==> src/rtl/uart9_pkg.sv <==
package uart9_pkg;

    typedef enum logic [1:0] {
        ST_IDLE     = 2'd0,
        ST_PREAMBLE = 2'd1,
        ST_FRAME    = 2'd2
    } tx_state_e;

endpackage

==> src/rtl/uart9_txbuf.sv <==
module uart9_txbuf #(
    parameter int DATA_W = 8
) (
    input  logic              clk,
    input  logic              rst_n,
    input  logic              wr_stb,
    input  logic [DATA_W-1:0] wr_data,
    input  logic              stat_rd,
    input  logic              take,
    output logic [DATA_W-1:0] hold_q,
    output logic              full_q
);
    logic armed_q;
    logic accept;

    assign accept = wr_stb && armed_q && !full_q;

    always_ff @(posedge clk or negedge rst_n) begin
        if (!rst_n) begin
            armed_q <= 1'b0;
            full_q  <= 1'b0;
            hold_q  <= '0;
        end else begin
            if (accept) begin
                hold_q  <= wr_data;
                full_q  <= 1'b1;
                armed_q <= 1'b0;
            end else begin
                if (take)
                    full_q <= 1'b0;
                if (stat_rd && !full_q)
                    armed_q <= 1'b1;
            end
        end
    end
endmodule

==> src/rtl/uart9_txshift.sv <==
module uart9_txshift #(
    parameter int DATA_W = 8
) (
    input  logic              clk,
    input  logic              rst_n,
    input  logic              load_pre,
    input  logic              load_chr,
    input  logic              shift,
    input  logic              len9,
    input  logic              bit8,
    input  logic [DATA_W-1:0] data,
    output logic              sdo,
    output logic              last
);
    localparam int FRAME_W = DATA_W + 3;
    localparam int CNT_W   = $clog2(FRAME_W + 1);

    logic [FRAME_W-1:0] sreg_q;
    logic [CNT_W-1:0]   cnt_q;
    logic [CNT_W-1:0]   len_bits;
    logic [FRAME_W-1:0] chr_img;

    assign len_bits = len9 ? CNT_W'(FRAME_W) : CNT_W'(FRAME_W - 1);
    assign chr_img  = len9 ? {1'b1, bit8, data, 1'b0} : {2'b11, data, 1'b0};

    always_ff @(posedge clk or negedge rst_n) begin
        if (!rst_n) begin
            sreg_q <= '1;
            cnt_q  <= '0;
        end else if (load_pre) begin
            sreg_q <= '1;
            cnt_q  <= len_bits;
        end else if (load_chr) begin
            sreg_q <= chr_img;
            cnt_q  <= len_bits;
        end else if (shift) begin
            sreg_q <= {1'b1, sreg_q[FRAME_W-1:1]};
            cnt_q  <= cnt_q - 1'b1;
        end
    end

    assign sdo  = sreg_q[0];
    assign last = (cnt_q == CNT_W'(1));
endmodule

==> src/rtl/uart9_txfsm.sv <==
module uart9_txfsm
    import uart9_pkg::*;
(
    input  logic clk,
    input  logic rst_n,
    input  logic en,
    input  logic bit_tick,
    input  logic full,
    input  logic last,
    output logic load_pre,
    output logic load_chr,
    output logic shift,
    output logic take,
    output logic busy
);
    tx_state_e state_q, state_d;
    logic      primed_q;
    logic      pre_done;

    always_ff @(posedge clk or negedge rst_n) begin
        if (!rst_n) begin
            state_q  <= ST_IDLE;
            primed_q <= 1'b0;
        end else begin
            state_q <= state_d;
            if (!en)
                primed_q <= 1'b0;
            else if (pre_done)
                primed_q <= 1'b1;
        end
    end

    always_comb begin
        state_d  = state_q;
        load_pre = 1'b0;
        load_chr = 1'b0;
        shift    = 1'b0;
        pre_done = 1'b0;
        unique case (state_q)
            ST_IDLE: begin
                if (bit_tick && en) begin
                    if (!primed_q) begin
                        state_d  = ST_PREAMBLE;
                        load_pre = 1'b1;
                    end else if (full) begin
                        state_d  = ST_FRAME;
                        load_chr = 1'b1;
                    end
                end
            end
            ST_PREAMBLE: begin
                if (bit_tick) begin
                    if (last) begin
                        pre_done = 1'b1;
                        if (en && full) begin
                            state_d  = ST_FRAME;
                            load_chr = 1'b1;
                        end else begin
                            state_d = ST_IDLE;
                        end
                    end else begin
                        shift = 1'b1;
                    end
                end
            end
            ST_FRAME: begin
                if (bit_tick) begin
                    if (last) begin
                        if (en && full) begin
                            load_chr = 1'b1;
                        end else begin
                            state_d = ST_IDLE;
                        end
                    end else begin
                        shift = 1'b1;
                    end
                end
            end
            default: state_d = ST_IDLE;
        endcase
    end

    assign take = load_chr;
    assign busy = (state_q != ST_IDLE);
endmodule

==> src/rtl/uart9_tx.sv <==
module uart9_tx #(
    parameter int DATA_W = 8
) (
    input  logic              clk,
    input  logic              rst_n,
    input  logic              sys_en,
    input  logic              tx_en,
    input  logic              len9,
    input  logic              bit8_in,
    input  logic              bit_tick,
    input  logic              wr_stb,
    input  logic [DATA_W-1:0] wr_data,
    input  logic              stat_rd,
    output logic              tx_empty,
    output logic              txd
);
    logic              en;
    logic              full;
    logic              take;
    logic              load_pre;
    logic              load_chr;
    logic              shift;
    logic              last;
    logic              sdo;
    logic              busy;
    logic [DATA_W-1:0] hold;

    assign en = sys_en && tx_en;

    uart9_txbuf #(.DATA_W(DATA_W)) u_buf (
        .clk     (clk),
        .rst_n   (rst_n),
        .wr_stb  (wr_stb),
        .wr_data (wr_data),
        .stat_rd (stat_rd),
        .take    (take),
        .hold_q  (hold),
        .full_q  (full)
    );

    uart9_txshift #(.DATA_W(DATA_W)) u_shift (
        .clk      (clk),
        .rst_n    (rst_n),
        .load_pre (load_pre),
        .load_chr (load_chr),
        .shift    (shift),
        .len9     (len9),
        .bit8     (bit8_in),
        .data     (hold),
        .sdo      (sdo),
        .last     (last)
    );

    uart9_txfsm u_fsm (
        .clk      (clk),
        .rst_n    (rst_n),
        .en       (en),
        .bit_tick (bit_tick),
        .full     (full),
        .last     (last),
        .load_pre (load_pre),
        .load_chr (load_chr),
        .shift    (shift),
        .take     (take),
        .busy     (busy)
    );

    assign tx_empty = !full;
    assign txd      = busy ? sdo : 1'b1;
endmodule

==> config.mk <==
export PLATFORM = sky130hd
export DESIGN_NAME = uart9_tx
export DESIGN_NICKNAME = d
export VERILOG_FILES = /design/src/rtl/uart9_pkg.sv /design/src/rtl/uart9_txbuf.sv /design/src/rtl/uart9_txshift.sv /design/src/rtl/uart9_txfsm.sv /design/src/rtl/uart9_tx.sv
export SDC_FILE = /design/constraint.sdc
export NUM_CORES = 1
export LEC_CHECK = 0
export BUFFER_PORTS_ARGS = -buffer_cell sky130_fd_sc_hd__clkbuf_2
export CAP_MARGIN = 10
export CORE_UTILIZATION = 60
export DETAILED_ROUTE_END_ITERATION = 6
export PLACE_DENSITY = 0.88
export SYNTH_ARGS = -nofsm -noshare
export SYNTH_HDL_FRONTEND = slang
export SYNTH_SLANG_ARGS = --single-unit
==> constraint.sdc <==
create_clock -name clk -period 3.14 [get_ports clk]
set_clock_uncertainty 0.15 [all_clocks]
set_input_delay 0.314 -clock clk [delete_from_list [all_inputs] [get_ports clk]]
set_output_delay 0.314 -clock clk [all_outputs]
set_load 0.1 [all_outputs]
Word level (Yosys, flattened, before mapping)
Index checks and enable logic that the tools add are counted.
{"block": "word_totals", "register_bits": 28, "elab_cells": 74, "inputBits": 17}
{"block": "classes", "eq_ne": 11, "n_mux": 41, "reduce_logical": 14, "addsub": 1}
{"cell": "$mux W11", "count": 3}
{"cell": "$mux W1", "count": 23}
{"cell": "$mux W2", "count": 9}
{"cell": "$mux W4", "count": 3}
{"cell": "$ne A2 B2 Y1 const B", "count": 6}
{"cell": "$mux W10", "count": 1}
{"cell": "$reduce_and A7 Y1", "count": 1}
{"cell": "$logic_and A1 B1 Y1", "count": 6}
{"cell": "$pmux W2 S3", "count": 1}
{"cell": "$reduce_bool A2 Y1", "count": 3}
{"cell": "$eq A4 B1 Y1 const B", "count": 1}
{"cell": "$sub A4 B1 Y4 const B", "count": 1}
{"cell": "$ne A3 B3 Y1 const B", "count": 1}
{"cell": "$reduce_bool A3 Y1", "count": 1}
{"cell": "$eq A2 B1 Y1 const B", "count": 1}
{"cell": "$eq A2 B2 Y1 const B", "count": 1}
{"cell": "$logic_not A2 Y1", "count": 1}
{"cell": "$ne A2 B1 Y1 const B", "count": 1}
{"cell": "$pmux W1 S2", "count": 1}
{"cell": "$reduce_or A2 Y1", "count": 1}
{"cell": "$logic_not A1 Y1", "count": 1}

Longest topological paths before layout
{"block": "depth", "word_depth": 8, "depth_mapped": 7, "depth_no_buf": 6}

Hierarchy
From an unflattened synthesis, not the netlist that was laid out.
{"block": "hier_totals", "cells_unflattened": 117, "hier_area_um2": 1466.4}
{"mod": "uart9_txshift", "cells_each": 61, "area_each_um2": 770.7, "instances": 1}
{"mod": "uart9_txbuf", "cells_each": 24, "area_each_um2": 391.6, "instances": 1}
{"mod": "uart9_txfsm", "cells_each": 29, "area_each_um2": 287.8, "instances": 1}
{"mod": "uart9_tx", "cells_each": 3, "area_each_um2": 16.3, "instances": 1}

Worst setup path before layout
No wires, ideal clock.
{"block": "synth_path", "path_type": "flip-flop to flip-flop", "startpoint": "reg u_buf.full_q", "endpoint": "reg u_buf.hold_q[0]", "stages_incl_launch_ff": 4, "arrival_time_ps": 1887, "setup_ps": 125, "path_slack_ps": 979, "n_path_buf": 0, "period_less_slack_ps": 2161, "path_cell_list": "dfrtp_1 inv_1 nand3_1 mux2_2"}
{"block": "synth_between", "elab_chain_cells": 2}
{"item": "from (decl)", "line": "uart9_txbuf.sv:11", "rtl": "output logic full_q"}
{"item": "from (signal assigned)", "line": "uart9_txbuf.sv:21", "rtl": "full_q <= 1'b0;"}
{"item": "from (signal assigned)", "line": "uart9_txbuf.sv:26", "rtl": "full_q <= 1'b1;"}
{"item": "from (signal assigned)", "line": "uart9_txbuf.sv:30", "rtl": "full_q <= 1'b0;"}
{"item": "$logic_not A1 Y1"}
{"item": "named net tx_empty", "line": "uart9_tx.sv:14", "rtl": "output logic tx_empty,"}
{"item": "$logic_and A1 B1 Y1", "line": "uart9_txbuf.sv:16", "rtl": "assign accept = wr_stb && armed_q && !full_q;"}
{"item": "to (signal assigned)", "line": "uart9_txbuf.sv:25", "rtl": "hold_q <= wr_data;"}
{"item": "to (decl)", "line": "uart9_txbuf.sv:10", "rtl": "output logic [DATA_W-1:0] hold_q,"}
The timed path passes the listed nets, and every way through them passes these cells.
A chain may end at the register's enable or synchronous reset.

Final worst setup path
{"block": "layout_path", "startpoint": "reg u_fsm.state_q[0]", "endpoint": "out txd"}
{"block": "layout_between", "elab_chain_cells": 2}
{"item": "from (decl)", "line": "uart9_txfsm.sv:16", "rtl": "tx_state_e state_q, state_d;"}
{"item": "from (signal assigned)", "line": "uart9_txfsm.sv:25", "rtl": "state_q <= state_d;"}
{"item": "$reduce_bool A2 Y1", "line": "uart9_txfsm.sv:84", "rtl": "assign busy = (state_q != ST_IDLE);"}
{"item": "$mux W1", "line": "uart9_tx.sv:69", "rtl": "assign txd = busy ? sdo : 1'b1;"}
{"item": "to (decl)", "line": "uart9_tx.sv:15", "rtl": "output logic txd"}
No other way between the ends.

==> impl_metrics.json <==
{
  "rsz0062_at_grt": "false",
  "fin_crit_ns": 2.189,
  "drt-wirelength-per-cell_um": 15.04,
  "power.leakage_nw": 0.7230,
  "utilization_pct": 70.26,
  "die_w_um": 51.27,
  "ys_top_cells_by_area": "dfrtp_1 29%, dfstp_2 18%, a211oi_2 7.7%, mux2_2 7.7%, ha_1 5.2%",
  "area_delta_synth_final_pct": 8.763,
  "yosys.area.top_type": "dfrtp_1",
  "fin_crit_sh_pct": 69.71,
  "power.density_nw_per_um2": 978.3,
  "relSlewSlack_pct": 57.38,
  "status": "finished clean",
  "highest_layer": "met4",
  "dp.final_hpwl_um": 1938,
  "dieArea_um2": 2628,
  "cts_tree": "built",
  "hold_start": "wr_stb",
  "cp_cell_sequence": "inv_1 > ha_1 > or2_2 > clkbuf_2",
  "drive_gt1_share_pct": 38.26,
  "synth.top_cell.area_share_pct": 29.21,
  "ir_drop_v": 0.0007354,
  "hold_buffers": 1,
  "initial_utilization_pct": 64.59,
  "cts.clk_slew.worst_paths_ns": 0.14,
  "max_freq_mhz": 456.8,
  "yosys_warnings": 0,
  "crit_path_max_fanout": 4,
  "setup_violations": 0,
  "antenna_found_initial": 0,
  "yosys-top-cells-count": "17 x dfrtp_1, 10 x dfstp_2, 10 x mux2_2, 10 x nor2_1, 10 x o21ai_1",
  "syn-num-nets": 154,
  "worstSetupStartpoint": "u_fsm.state_q[0]",
  "slowest_stage": "dfrtp_1",
  "ant_nets": 0,
  "final-hold-violation-count": 0,
  "drt_iter0_drc": 23,
  "syn-cell-area_um2": 1456,
  "cts.sinks": 27,
  "cp.required_ns": 2.68,
  "dr_wl_met3_um": 80,
  "yosysMostFrequentCell": "dfrtp_1",
  "post-route-drc-count": 0,
  "wl_um": 2662,
  "ys.flop_type": "dfrtp_1",
  "hp-class": "input pin to flop",
  "gp_congestion": 0.9239,
  "synth_edf_count": 0,
  "antenna_cells": 0,
  "placed_cells": 172,
  "core_um2": 2255,
  "reg2reg_from": "u_fsm.state_q[1]",
  "wl_met2_um": 1324,
  "clk_path_buf_depth": 2,
  "async_flop_share_pct": 100.0,
  "port-buffer-count": 18,
  "ctsResizeCount": 0,
  "wl_met1_um": 1241,
  "finalSetupTns_ns": 0,
  "syn_avg_cell_area_um2": 11.12,
  "final_nets": 173,
  "yosysUniqueCellTypes": 35,
  "vias": 1040,
  "yosysSeqAreaShare_pct": 47.25,
  "start_kind": "flop",
  "grt_pass1_wl_um": 4595,
  "finalNonFillerCells": 177,
  "cts_inserted_buffers": 3,
  "ys_ff_latch": 27,
  "postCtsSetupRepairBufs": 0,
  "grt_max_degree": 28,
  "worstSetupEndpointType": "output port",
  "fillers": 182,
  "cts_max_level": 1,
  "syn_inst": 131,
  "clkLatencyLatePin_ns": 0.32,
  "overflow": 0,
  "cts_root_buffer": "clkbuf_4",
  "io_pins": 19,
  "cp_slowest_stage_delay_ns": 0.42,
  "maxCapViolCount": 0,
  "die_h_um": 51.27,
  "grt_usage_pct": 23.66,
  "ff2ff_setup_slack_ns": 1.04,
  "arrival_ns": 1.72,
  "critical_path_class": "flop to output port",
  "drv_slew": 0,
  "dr.pass1.iters": 4,
  "rows": 17,
  "tightestPinTransition_ns": 0.6393,
  "vias_per_cell": 5.876,
  "grt_pass1_vias": 1061
}
worst paths after layout:
kind | to | cells after the start
setup / recovery | txd | 4
hold / removal | u_buf.armed_q | 2
setup reg to reg | u_shift.cnt_q[2] | 6
hold reg to reg | u_buf.armed_q | 1
max in group asynchronous | u_fsm.state_q[0] | 2
min in group asynchronous | u_shift.cnt_q[2] | 2
power by group:
| part | switching, mW | leakage, nW | total, mW | internal, mW |
|---|---|---|---|---|
| Combinational | 0.399 | 0.396 | 0.731 | 0.332 |
| Sequential | 0.115 | 0.310 | 0.671 | 0.556 |
| Clock | 0.100 | 0.0177 | 0.148 | 0.0477 |
per-layer routing:
metal  track usage, %  vias up
met3            3.571        2
met4            9.459        0
met2            39.25       21
met1            31.01      510
met5                0        -
li1                 -      507
cell families (layout without fill, tap and decap cells):
family / Yosys count / in the layout / synth area share [%]
buffers and inverters: 11 / 29 / 4.210
and+or+nand+nor: 42 / 42 / 17.01
AOI/OAI and AO/OA: 31 / 31 / 16.15
muxes: 11 / 11 / 8.419
xor gates and xnor gates: 3 / 3 / 1.804
adders and majority gates: 6 / 6 / 5.155
DFF: 27 / 27 / 47.25
sequential cells by signal, summed over array words and instances, names as in the netlist:
name            count
u_buf.hold_q        8
u_shift.sreg_q     10
u_shift.cnt_q       4
u_fsm.state_q       2
u_buf.full_q        1
u_buf.armed_q       1
u_fsm.primed_q      1
worst max-delay path, delay by kind of cell (launching register included):
family / cells / cell delay (ns)
flip-flops: 1 / 0.42
buffers and inverters: 2 / 0.45
AND/OR/NAND/NOR: 1 / 0.30
adder cells (fa/ha/maj): 1 / 0.24
stage by stage:
step                      cell area [um^2]  power (mW)  hold WS [ns]  setup slack, ns
after floorplan                       1456       1.274       -0.1316           0.9787
after global placement                1546       1.362        0.2145            1.188
after detailed placement              1546       1.405        0.2139            1.071
after CTS                             1584       1.554       0.04008           0.9385
after global routing                  1584       1.657       0.03593           0.8381
final                                 1584       1.550       0.04347           0.9511
cell usage in the layout, fill, tap and decap left out, types with 2 or more instances in the layout:
master    count
clkbuf_4      3
mux2_2       10
nand3_1       4
a21oi_1       4
and3_1        8
xnor2_1       2
o21ai_1      10
nor2_1       10
a211oi_2      9
nand4_1       2
nand2_1       5
o21ai_0       2
and2_1        3
nor3b_1       2
inv_1         5
clkbuf_2     18
dfrtp_1      17
a31oi_1       3
dfstp_2      10
ha_1          6
final cells by class:
class	count	area [um^2]	area share, %
clock buffer	3	22.52	1.422
clock inverter	1	5.005	0.3160
inverter	5	18.77	1.185
multi-input combinational	93	706.9	44.63
sequential	27	688.2	43.44
tap	28	35.03	2.212
timing repair buffer	20	107.6	6.793
Power figures use the tool's default switching activity.
